File: src/rtl/rsPoolPkg.sv
package rsPoolPkg;
  localparam int ENTRIES = 4;
  localparam int UNITS   = 4;

  typedef enum logic [1:0] {
    UNIT_ADD = 2'd0,
    UNIT_MUL = 2'd1,
    UNIT_DIV = 2'd2,
    UNIT_MEM = 2'd3
  } unit_e;

  // strobes from control to datapath
  typedef struct packed {
    logic [ENTRIES-1:0]            alloc;
    logic [UNITS-1:0][ENTRIES-1:0] grant;
  } rsStrobe_t;
endpackage

File: src/rtl/rsPoolCtrl.sv
module rsPoolCtrl
  import rsPoolPkg::*;
(
  input  logic                    clk,
  input  logic                    rstN,
  input  logic                    flush,
  input  logic                    dispValid,
  input  logic [1:0]              dispUnit,
  input  logic [UNITS-1:0]        unitReady,
  input  logic [ENTRIES-1:0]      entReady,
  output logic                    dispFull,
  output logic [UNITS-1:0]        issValid,
  output rsStrobe_t               strobe
);
  logic [ENTRIES-1:0]              valid;
  unit_e                           unitOf [ENTRIES];
  // olderThan[i][j] : slot j holds an instruction older than slot i
  logic [ENTRIES-1:0][ENTRIES-1:0] olderThan;
  logic [ENTRIES-1:0]              freeOh;
  logic [ENTRIES-1:0]              issuedMask;
  logic [UNITS-1:0][ENTRIES-1:0]   cand;
  logic                            accept;

  assign dispFull = &valid;
  assign accept   = dispValid && !dispFull && !flush;

  always_comb begin
    freeOh = '0;
    for (int i = ENTRIES - 1; i >= 0; i--) begin
      if (!valid[i]) freeOh = '0;
      if (!valid[i]) freeOh[i] = 1'b1;
    end
  end

  assign strobe.alloc = accept ? freeOh : '0;

  for (genvar u = 0; u < UNITS; u++) begin : gUnit
    for (genvar i = 0; i < ENTRIES; i++) begin : gEnt
      assign cand[u][i] = valid[i] && entReady[i] && unitReady[u]
                          && (unitOf[i] == unit_e'(u));
      assign strobe.grant[u][i] = cand[u][i] && ((cand[u] & olderThan[i]) == '0);
    end
    assign issValid[u] = |strobe.grant[u];
  end

  always_comb begin
    issuedMask = '0;
    for (int u = 0; u < UNITS; u++) issuedMask |= strobe.grant[u];
  end

  always_ff @(posedge clk) begin
    if (!rstN) begin
      valid     <= '0;
      olderThan <= '0;
      for (int i = 0; i < ENTRIES; i++) unitOf[i] <= UNIT_ADD;
    end else if (flush) begin
      valid <= '0;
    end else begin
      valid <= (valid & ~issuedMask) | strobe.alloc;
      for (int i = 0; i < ENTRIES; i++) begin
        if (strobe.alloc[i]) begin
          unitOf[i]    <= unit_e'(dispUnit);
          olderThan[i] <= valid & ~issuedMask;
        end else begin
          olderThan[i] <= olderThan[i] & ~strobe.alloc;
        end
      end
    end
  end

  for (genvar u = 0; u < UNITS; u++) begin : gChk

    grant_onehot_chk: assert property (@(posedge clk) disable iff (!rstN)
      $onehot0(strobe.grant[u]));
    for (genvar i = 0; i < ENTRIES; i++) begin : gChkE

      grant_ready_chk: assert property (@(posedge clk) disable iff (!rstN)
        strobe.grant[u][i] |-> (valid[i] && entReady[i] && unitReady[u]));

      grant_frees_chk: assert property (@(posedge clk) disable iff (!rstN)
        strobe.grant[u][i] |=> !valid[i]);
    end
  end


  flush_empty_chk: assert property (@(posedge clk) disable iff (!rstN)
    flush |=> (valid == '0));


  full_no_alloc_chk: assert property (@(posedge clk) disable iff (!rstN)
    dispFull |=> ((valid & ~$past(valid)) == '0));
endmodule

File: src/rtl/rsPoolData.sv
module rsPoolData
  import rsPoolPkg::*;
#(
  parameter int OPC_W  = 8,
  parameter int TAG_W  = 3,
  parameter int DATA_W = 32
) (
  input  logic                         clk,
  input  logic                         rstN,
  input  rsStrobe_t                    strobe,
  input  logic [OPC_W-1:0]             dispOp,
  input  logic [TAG_W-1:0]             dispDest,
  input  logic                         dispARdy,
  input  logic [TAG_W-1:0]             dispATag,
  input  logic [DATA_W-1:0]            dispAVal,
  input  logic                         dispBRdy,
  input  logic [TAG_W-1:0]             dispBTag,
  input  logic [DATA_W-1:0]            dispBVal,
  input  logic [UNITS-1:0]             bcValid,
  input  logic [UNITS-1:0][TAG_W-1:0]  bcTag,
  input  logic [UNITS-1:0][DATA_W-1:0] bcData,
  output logic [ENTRIES-1:0]           entReady,
  output logic [UNITS-1:0][OPC_W-1:0]  issOp,
  output logic [UNITS-1:0][TAG_W-1:0]  issDest,
  output logic [UNITS-1:0][DATA_W-1:0] issA,
  output logic [UNITS-1:0][DATA_W-1:0] issB
);
  logic [ENTRIES-1:0][OPC_W-1:0]  opQ;
  logic [ENTRIES-1:0][TAG_W-1:0]  destQ, aTagQ, bTagQ;
  logic [ENTRIES-1:0][DATA_W-1:0] aValQ, bValQ;
  logic [ENTRIES-1:0]             aRdyQ, bRdyQ;

  logic [ENTRIES-1:0]             aHit, bHit;
  logic [ENTRIES-1:0][DATA_W-1:0] aBus, bBus;
  logic                           daHit, dbHit;
  logic [DATA_W-1:0]              daBus, dbBus;

  // tag match against all result buses
  always_comb begin
    aHit = '0; bHit = '0; aBus = '0; bBus = '0;
    daHit = 1'b0; dbHit = 1'b0; daBus = '0; dbBus = '0;
    for (int u = 0; u < UNITS; u++) begin
      if (bcValid[u]) begin
        for (int i = 0; i < ENTRIES; i++) begin
          if (aTagQ[i] == bcTag[u]) begin aHit[i] = 1'b1; aBus[i] = bcData[u]; end
          if (bTagQ[i] == bcTag[u]) begin bHit[i] = 1'b1; bBus[i] = bcData[u]; end
        end
        if (dispATag == bcTag[u]) begin daHit = 1'b1; daBus = bcData[u]; end
        if (dispBTag == bcTag[u]) begin dbHit = 1'b1; dbBus = bcData[u]; end
      end
    end
  end

  always_ff @(posedge clk) begin
    if (!rstN) begin
      opQ <= '0; destQ <= '0; aTagQ <= '0; bTagQ <= '0;
      aValQ <= '0; bValQ <= '0; aRdyQ <= '0; bRdyQ <= '0;
    end else begin
      for (int i = 0; i < ENTRIES; i++) begin
        if (strobe.alloc[i]) begin
          opQ[i]   <= dispOp;
          destQ[i] <= dispDest;
          aTagQ[i] <= dispATag;
          bTagQ[i] <= dispBTag;
          aRdyQ[i] <= dispARdy || daHit;
          bRdyQ[i] <= dispBRdy || dbHit;
          aValQ[i] <= dispARdy ? dispAVal : daBus;
          bValQ[i] <= dispBRdy ? dispBVal : dbBus;
        end else begin
          if (!aRdyQ[i] && aHit[i]) begin aRdyQ[i] <= 1'b1; aValQ[i] <= aBus[i]; end
          if (!bRdyQ[i] && bHit[i]) begin bRdyQ[i] <= 1'b1; bValQ[i] <= bBus[i]; end
        end
      end
    end
  end

  assign entReady = aRdyQ & bRdyQ;

  // one-hot grant selects the payload for each unit
  always_comb begin
    issOp = '0; issDest = '0; issA = '0; issB = '0;
    for (int u = 0; u < UNITS; u++)
      for (int i = 0; i < ENTRIES; i++)
        if (strobe.grant[u][i]) begin
          issOp[u]   |= opQ[i];
          issDest[u] |= destQ[i];
          issA[u]    |= aValQ[i];
          issB[u]    |= bValQ[i];
        end
  end

  for (genvar i = 0; i < ENTRIES; i++) begin : gChk

    capture_hold_chk: assert property (@(posedge clk) disable iff (!rstN)
      (aRdyQ[i] && !strobe.alloc[i]) |=> (aRdyQ[i] && $stable(aValQ[i])));
  end
endmodule

File: src/rtl/rsPool.sv
module rsPool
  import rsPoolPkg::*;
#(
  parameter int OPC_W  = 8,
  parameter int TAG_W  = 3,
  parameter int DATA_W = 32
) (
  input  logic                         clk,
  input  logic                         rstN,
  input  logic                         flush,
  input  logic                         dispValid,
  input  logic [1:0]                   dispUnit,
  input  logic [OPC_W-1:0]             dispOp,
  input  logic [TAG_W-1:0]             dispDest,
  input  logic                         dispARdy,
  input  logic [TAG_W-1:0]             dispATag,
  input  logic [DATA_W-1:0]            dispAVal,
  input  logic                         dispBRdy,
  input  logic [TAG_W-1:0]             dispBTag,
  input  logic [DATA_W-1:0]            dispBVal,
  output logic                         dispFull,
  input  logic [3:0]                   bcValid,
  input  logic [3:0][TAG_W-1:0]        bcTag,
  input  logic [3:0][DATA_W-1:0]       bcData,
  input  logic [3:0]                   unitReady,
  output logic [3:0]                   issValid,
  output logic [3:0][OPC_W-1:0]        issOp,
  output logic [3:0][TAG_W-1:0]        issDest,
  output logic [3:0][DATA_W-1:0]       issA,
  output logic [3:0][DATA_W-1:0]       issB
);
  rsStrobe_t          strobe;
  logic [ENTRIES-1:0] entReady;

  rsPoolCtrl uCtrl (
    .clk(clk), .rstN(rstN), .flush(flush), .dispValid(dispValid),
    .dispUnit(dispUnit), .unitReady(unitReady), .entReady(entReady),
    .dispFull(dispFull), .issValid(issValid), .strobe(strobe)
  );

  rsPoolData #(.OPC_W(OPC_W), .TAG_W(TAG_W), .DATA_W(DATA_W)) uData (
    .clk(clk), .rstN(rstN), .strobe(strobe),
    .dispOp(dispOp), .dispDest(dispDest),
    .dispARdy(dispARdy), .dispATag(dispATag), .dispAVal(dispAVal),
    .dispBRdy(dispBRdy), .dispBTag(dispBTag), .dispBVal(dispBVal),
    .bcValid(bcValid), .bcTag(bcTag), .bcData(bcData),
    .entReady(entReady), .issOp(issOp), .issDest(issDest),
    .issA(issA), .issB(issB)
  );
endmodule

File: config.mk
export PLATFORM = sky130hd
export DESIGN_NAME = rsPool
export DESIGN_NICKNAME = d
export VERILOG_FILES = /design/src/rtl/rsPoolPkg.sv /design/src/rtl/rsPoolCtrl.sv /design/src/rtl/rsPoolData.sv /design/src/rtl/rsPool.sv
export SDC_FILE = /design/constraint.sdc
export NUM_CORES = 2
export LEC_CHECK = 0
export BUFFER_PORTS_ARGS = -buffer_cell sky130_fd_sc_hd__buf_4
export CORE_MARGIN = 10
export CORE_UTILIZATION = 58
export CTS_BUF_LIST = sky130_fd_sc_hd__clkbuf_4 sky130_fd_sc_hd__clkbuf_8 sky130_fd_sc_hd__clkbuf_16
export DETAILED_ROUTE_END_ITERATION = 6
export PLACE_DENSITY = 0.86
export SYNTH_ARGS = -nofsm -noshare
export SYNTH_HDL_FRONTEND = slang
export SYNTH_SLANG_ARGS = --single-unit
File: constraint.sdc
create_clock -name clk -period 3.8 [get_ports clk]
set_input_delay 0.95 -clock clk [delete_from_list [all_inputs] [get_ports clk]]
set_output_delay 0.95 -clock clk [all_outputs]
set_load 0.1 [all_outputs]
==> flow_metrics.py, run 1 <==
metrics = {
    "status": {
        "outcome": "stopped before the end",
        "failed_stage": "global routing (5_1_grt)",
        "firstError": "[ERROR GRT-0232] Routing congestion too high. Check the congestion heatmap in the GUI.",
    },
    "die": {
        "row_count": 86,
        "start_util_pct": 58.33,
        "ioPinCount": 542,
        "chipHeight_um": 254.9,
        "die_x_um": 254.9,
    },
    "synthesis": {
        "synth_top_cell_by_area": "dfxtp_1",
        "synth_cell_types": 77,
        "synth_cells": 4236,
        "synth-seq-cells": 360,
        "synth_area_um2": 32010,
        "synth_area_leaders": "dfxtp_1, a221o_1, o221ai_1",
        "synth_warnings": 0,
        "synth-async-reset-ratio_pct": 0,
        "syn_area_per_cell_um2": 7.557,
        "synth_top_area_share_pct": 22.01,
        "synthFlopType": "dfxtp_1",
        "syn_nets": 4473,
        "synth_edf_count": 8,
        "yosysSeqAreaShare_pct": 22.77,
    },
    "clock_network": {
        "cts_sinks": 360,
        "cts_root_buf": "clkbuf_16",
        "h-tree-depth": 2,
        "max-clock-path-buffers": 3,
        "cts_hold_buf": 0,
        "cts_buffers": 41,
    },
    "placement": {
        "place_hpwl_mm": 135.1,
        "place_ws_ps": -54.27,
        "placed_area_um2": 37630,
        "gp_congestion": 1.111,
        "placed_cells": 5155,
        "io_buffer_count": 541,
    },
    "grt": {
        "grt.total_usage_pct": 81.95,
        "grt_remaining_overflow": 41,
        "grt_max_degree": 79,
    },
}
metal layers:
metal,GRT overflow,global-route usage (%)
met2,22,92.18
met5,1,57.36
met1,2,78.89
met3,3,76.94
met4,13,81.45
cell usage after synthesis, types with 17 or more instances:
master    number
dfxtp_1      352
a21boi_0      71
o211ai_1     143
and3_1        36
o21ai_1       25
xor2_1        20
a221oi_1      68
nand2b_1      20
a22oi_1      272
clkbuf_1     400
o21ai_0      213
a32oi_1       25
and2_1        40
inv_1         99
nand3_1       44
nand4_1       41
a211o_1       59
a31oi_1       48
a22o_1       200
o221ai_1     327
a21oi_1       33
a221o_1      288
o311ai_1      17
xnor2_1      100
a221oi_2      27
nor2_1       269
buf_2         96
nand2_1      660
o31ai_1       20
cells by family after synthesis:
logic type / Yosys count / synth area share [%]
XOR/XNOR: 120 / 3.283
AND/OR/NAND/NOR: 1208 / 16.73
flip-flops: 360 / 22.77
AO/OA/AOI/OAI: 1908 / 48.87
buffers and inverters: 640 / 8.353
timing repair:
action	4_1_cts
endpoints found under the hold margin	0
cloned	10
resized for setup	342
buffers inserted	31
pin swaps	18
setup endpoints to repair	304
through the flow:
| stage | TNS (ps) | hold slack, ps | util [%] |
|---|---|---|---|
| 4_1_cts | -280.4 | 519.2 | 74.37 |
| 2_1_floorplan | 0 | 467.5 | - |
| 3_3_place_gp | -159.7 | 488.8 | 68.58 |
| 3_5_place_dp | -620.0 | 507.2 | 68.58 |
==> run 2: changes to the inputs <==
--- a/config.mk
+++ b/config.mk
@@ -7,10 +7,9 @@
 export LEC_CHECK = 0
 export BUFFER_PORTS_ARGS = -buffer_cell sky130_fd_sc_hd__buf_4
 export CORE_MARGIN = 10
-export CORE_UTILIZATION = 58
-export CTS_BUF_LIST = sky130_fd_sc_hd__clkbuf_4 sky130_fd_sc_hd__clkbuf_8 sky130_fd_sc_hd__clkbuf_16
+export CORE_UTILIZATION = 40
 export DETAILED_ROUTE_END_ITERATION = 6
-export PLACE_DENSITY = 0.86
+export PLACE_DENSITY_LB_ADDON = 0.15
 export SYNTH_ARGS = -nofsm -noshare
 export SYNTH_HDL_FRONTEND = slang
 export SYNTH_SLANG_ARGS = --single-unit
==> flow_metrics.py, run 2 <==
metrics = {
    "status": {
        "outcome": "complete, but fails checks",
        "violations": "design-rule violations, negative setup slack",
    },
    "grt": {
        "grt_pass1_vias": 40469,
        "met1_usage_pct": 50.77,
        "grt_remaining_overflow": 0,
        "use_met3_pct": 14.85,
        "grt.total_usage_pct": 44.10,
        "grt_util_met2_pct": 66.60,
        "grt_max_degree": 83,
        "antenna_found_initial": 30,
        "grt_pass1_wl_mm": 299.5,
        "grt.busiest_layer": "met2",
    },
    "timing": {
        "period_needed_ps": 4040,
        "worst_slack_ps": -239.5,
        "maxSlewViolCount": 0,
        "fin_crit_sh_pct": 106.3,
        "setup_viol": 289,
        "rsz0062_at_grt": "yes",
        "maxSlewHeadroom_pct": 23.23,
        "skew_ps": 22.49,
        "finalHoldViolations": 0,
        "max_clock_freq_ghz": 0.2476,
        "worst_pin_slew_ps": 1150,
    },
    "clock_network": {
        "cts_tree": "built",
        "clock_latency_ps": 620,
        "cts_hold_buf": 0,
        "path_clk_slew_ps": 60,
        "max-clock-path-buffers": 3,
        "cts_root_buf": "clkbuf_16",
        "h-tree-depth": 2,
        "cts_sinks": 360,
        "cts_buffers": 43,
    },
    "route": {
        "drc": 110,
        "ant_nets": 0,
        "drt-pass1-iter-count": 7,
        "wl_per_cell_um": 39.06,
        "routed_wl_mm": 223.4,
        "via_per_inst": 7.735,
        "vias": 44254,
        "drtIter0Drc": 8133,
    },
    "synthesis": {
        "syn_nets": 4473,
        "synth_top_cell_by_area": "dfxtp_1",
        "yosysSeqAreaShare_pct": 22.77,
        "synth_area_leaders": "dfxtp_1, a221o_1, o221ai_1",
        "synth_area_um2": 32010,
        "yosys-top-cells-count": "nand2_1, clkbuf_1, dfxtp_1",
        "synth-seq-cells": 360,
        "synth_cells": 4236,
        "synth_edf_count": 8,
        "syn_area_per_cell_um2": 7.557,
        "synth_cell_types": 77,
        "synthFlopType": "dfxtp_1",
        "synth.most_common_cell": "nand2_1",
        "synth_top_area_share_pct": 22.01,
        "synth-async-reset-ratio_pct": 0,
        "synth_warnings": 0,
    },
    "die": {
        "start_util_pct": 40.45,
        "die_x_um": 302.9,
        "row_count": 103,
        "ioPinCount": 542,
        "die-area_um2": 91740,
        "chipHeight_um": 302.9,
        "coreArea_um2": 79130,
    },
    "placement": {
        "place_hpwl_mm": 143.8,
        "placed_area_um2": 38260,
        "io_buffer_count": 541,
        "gp_congestion": 1.055,
        "place_ws_ps": -31.55,
    },
    "worst_setup_path": {
        "crit_arrival_ps": 3090,
        "critPathKind": "reg2out",
        "endpoint_kind": "output pin",
        "cp_max_fo": 6,
        "cp-start-kind": "register",
        "worstPathRequired_ps": 2850,
    },
    "power_and_ir_drop": {
        "p_leak_nw": 15.82,
        "power_mw": 11.57,
        "max-vdd-ir-drop_uv": 356.6,
        "power_density_nw_per_um2": 259.1,
    },
    "final_layout": {
        "finalInstanceArea_um2": 44640,
        "final_common_cell": "nand2_1",
        "syn_to_final_growth_pct": 39.47,
        "layout_common_cells": "nand2_1, buf_4, dfxtp_1",
        "top_regs": "uData.aValQ: 128 flops, uData.bValQ: 128 flops, uData.opQ: 32 flops",
        "drive_gt1_share_pct": 29.94,
        "fin_nets": 4840,
        "fillCellCount": 7364,
    },
    "worst_hold_path": {
        "worstHoldPathType": "reg2reg",
    },
    "job": {
        "cap_viol_max_count": 0,
    },
}
-- run 2: cell counts after synthesis --
No cell type changed its count.
-- run 2: where the power goes --
part | total, mW | internal, mW | switching (mW)
clock network | 4.72 | 2.82 | 1.90
logic | 2.65 | 0.812 | 1.84
registers | 4.19 | 3.93 | 0.268
total | 11.6 | 7.56 | 4.01
-- run 2: layer usage --
layer	vias up	wire [µm]	part of all wire, %
met5	-	321	0.14
met4	10	24310	11
met3	1380	31280	14
met2	4261	92720	41
met1	21045	74820	33
li1	17558	-	-
-- run 2: kinds of logic after synthesis --
kind of cell	synth area share [%]
xor gates and xnor gates	3.283
DFF	22.77
buffers and inverters	8.353
and+or+nand+nor	16.73
AOI/OAI and AO/OA	48.87
-- run 2: worst max-delay path, stage by stage, from the launching register on --
cell       delay (ps)
edfxtp_1          410
and4b_4           390
buf_6             140
and4_4            240
a2111oi_4          50
buf_6             210
buf_12            140
buf_8             130
a22o_1            240
a221o_2           350
buf_12            180
-- run 2: worst paths after layout --
check,from,slack (ps),depth (start not counted),end
worst max-delay path,uCtrl.unitOf[0][1],-240,10,issOp[15]
worst max register to register,uData.bTagQ[2],700,7,uData.bValQ[8]
worst min-delay path,uData.destQ[4],520,2,uData.destQ[4]
worst min register to register,uData.destQ[4],520,2,uData.destQ[4]
-- run 2: repair_timing --
item / in CTS / in global routing
setup buffers: 36 / 23
gates cloned: 22 / 20
endpoints found under the setup margin: 304 / 300
pin swaps: 61 / 83
resized for setup: 379 / 408
-- run 2: area by class of cell --
cell class	count	area, µm²	area share (%)
multi-input combinational	3236	23050	51.63
clock buffer	58	1255	2.811
antenna	35	87.58	0.1962
timing repair buffer	860	10920	24.46
tap	1050	1314	2.943
clock inverter	20	331.6	0.7427
inverter	102	382.9	0.8576
sequential	360	7306	16.36
-- run 2: metrics by stage --
step           util [%]  hold slack [ps]  setup TNS, ps  std cells
4_1_cts           53.44            516.0         -24810       5645
2_1_floorplan         -            467.5              0       4236
3_3_place_gp      48.35            491.1         -651.6       5510
6_report          56.42            524.2         -29680       5721
5_1_grt           56.35            552.7         -39900       5700
3_5_place_dp      48.35            492.8         -453.0       5510
Note: power is estimated with default switching activity, not from simulation.
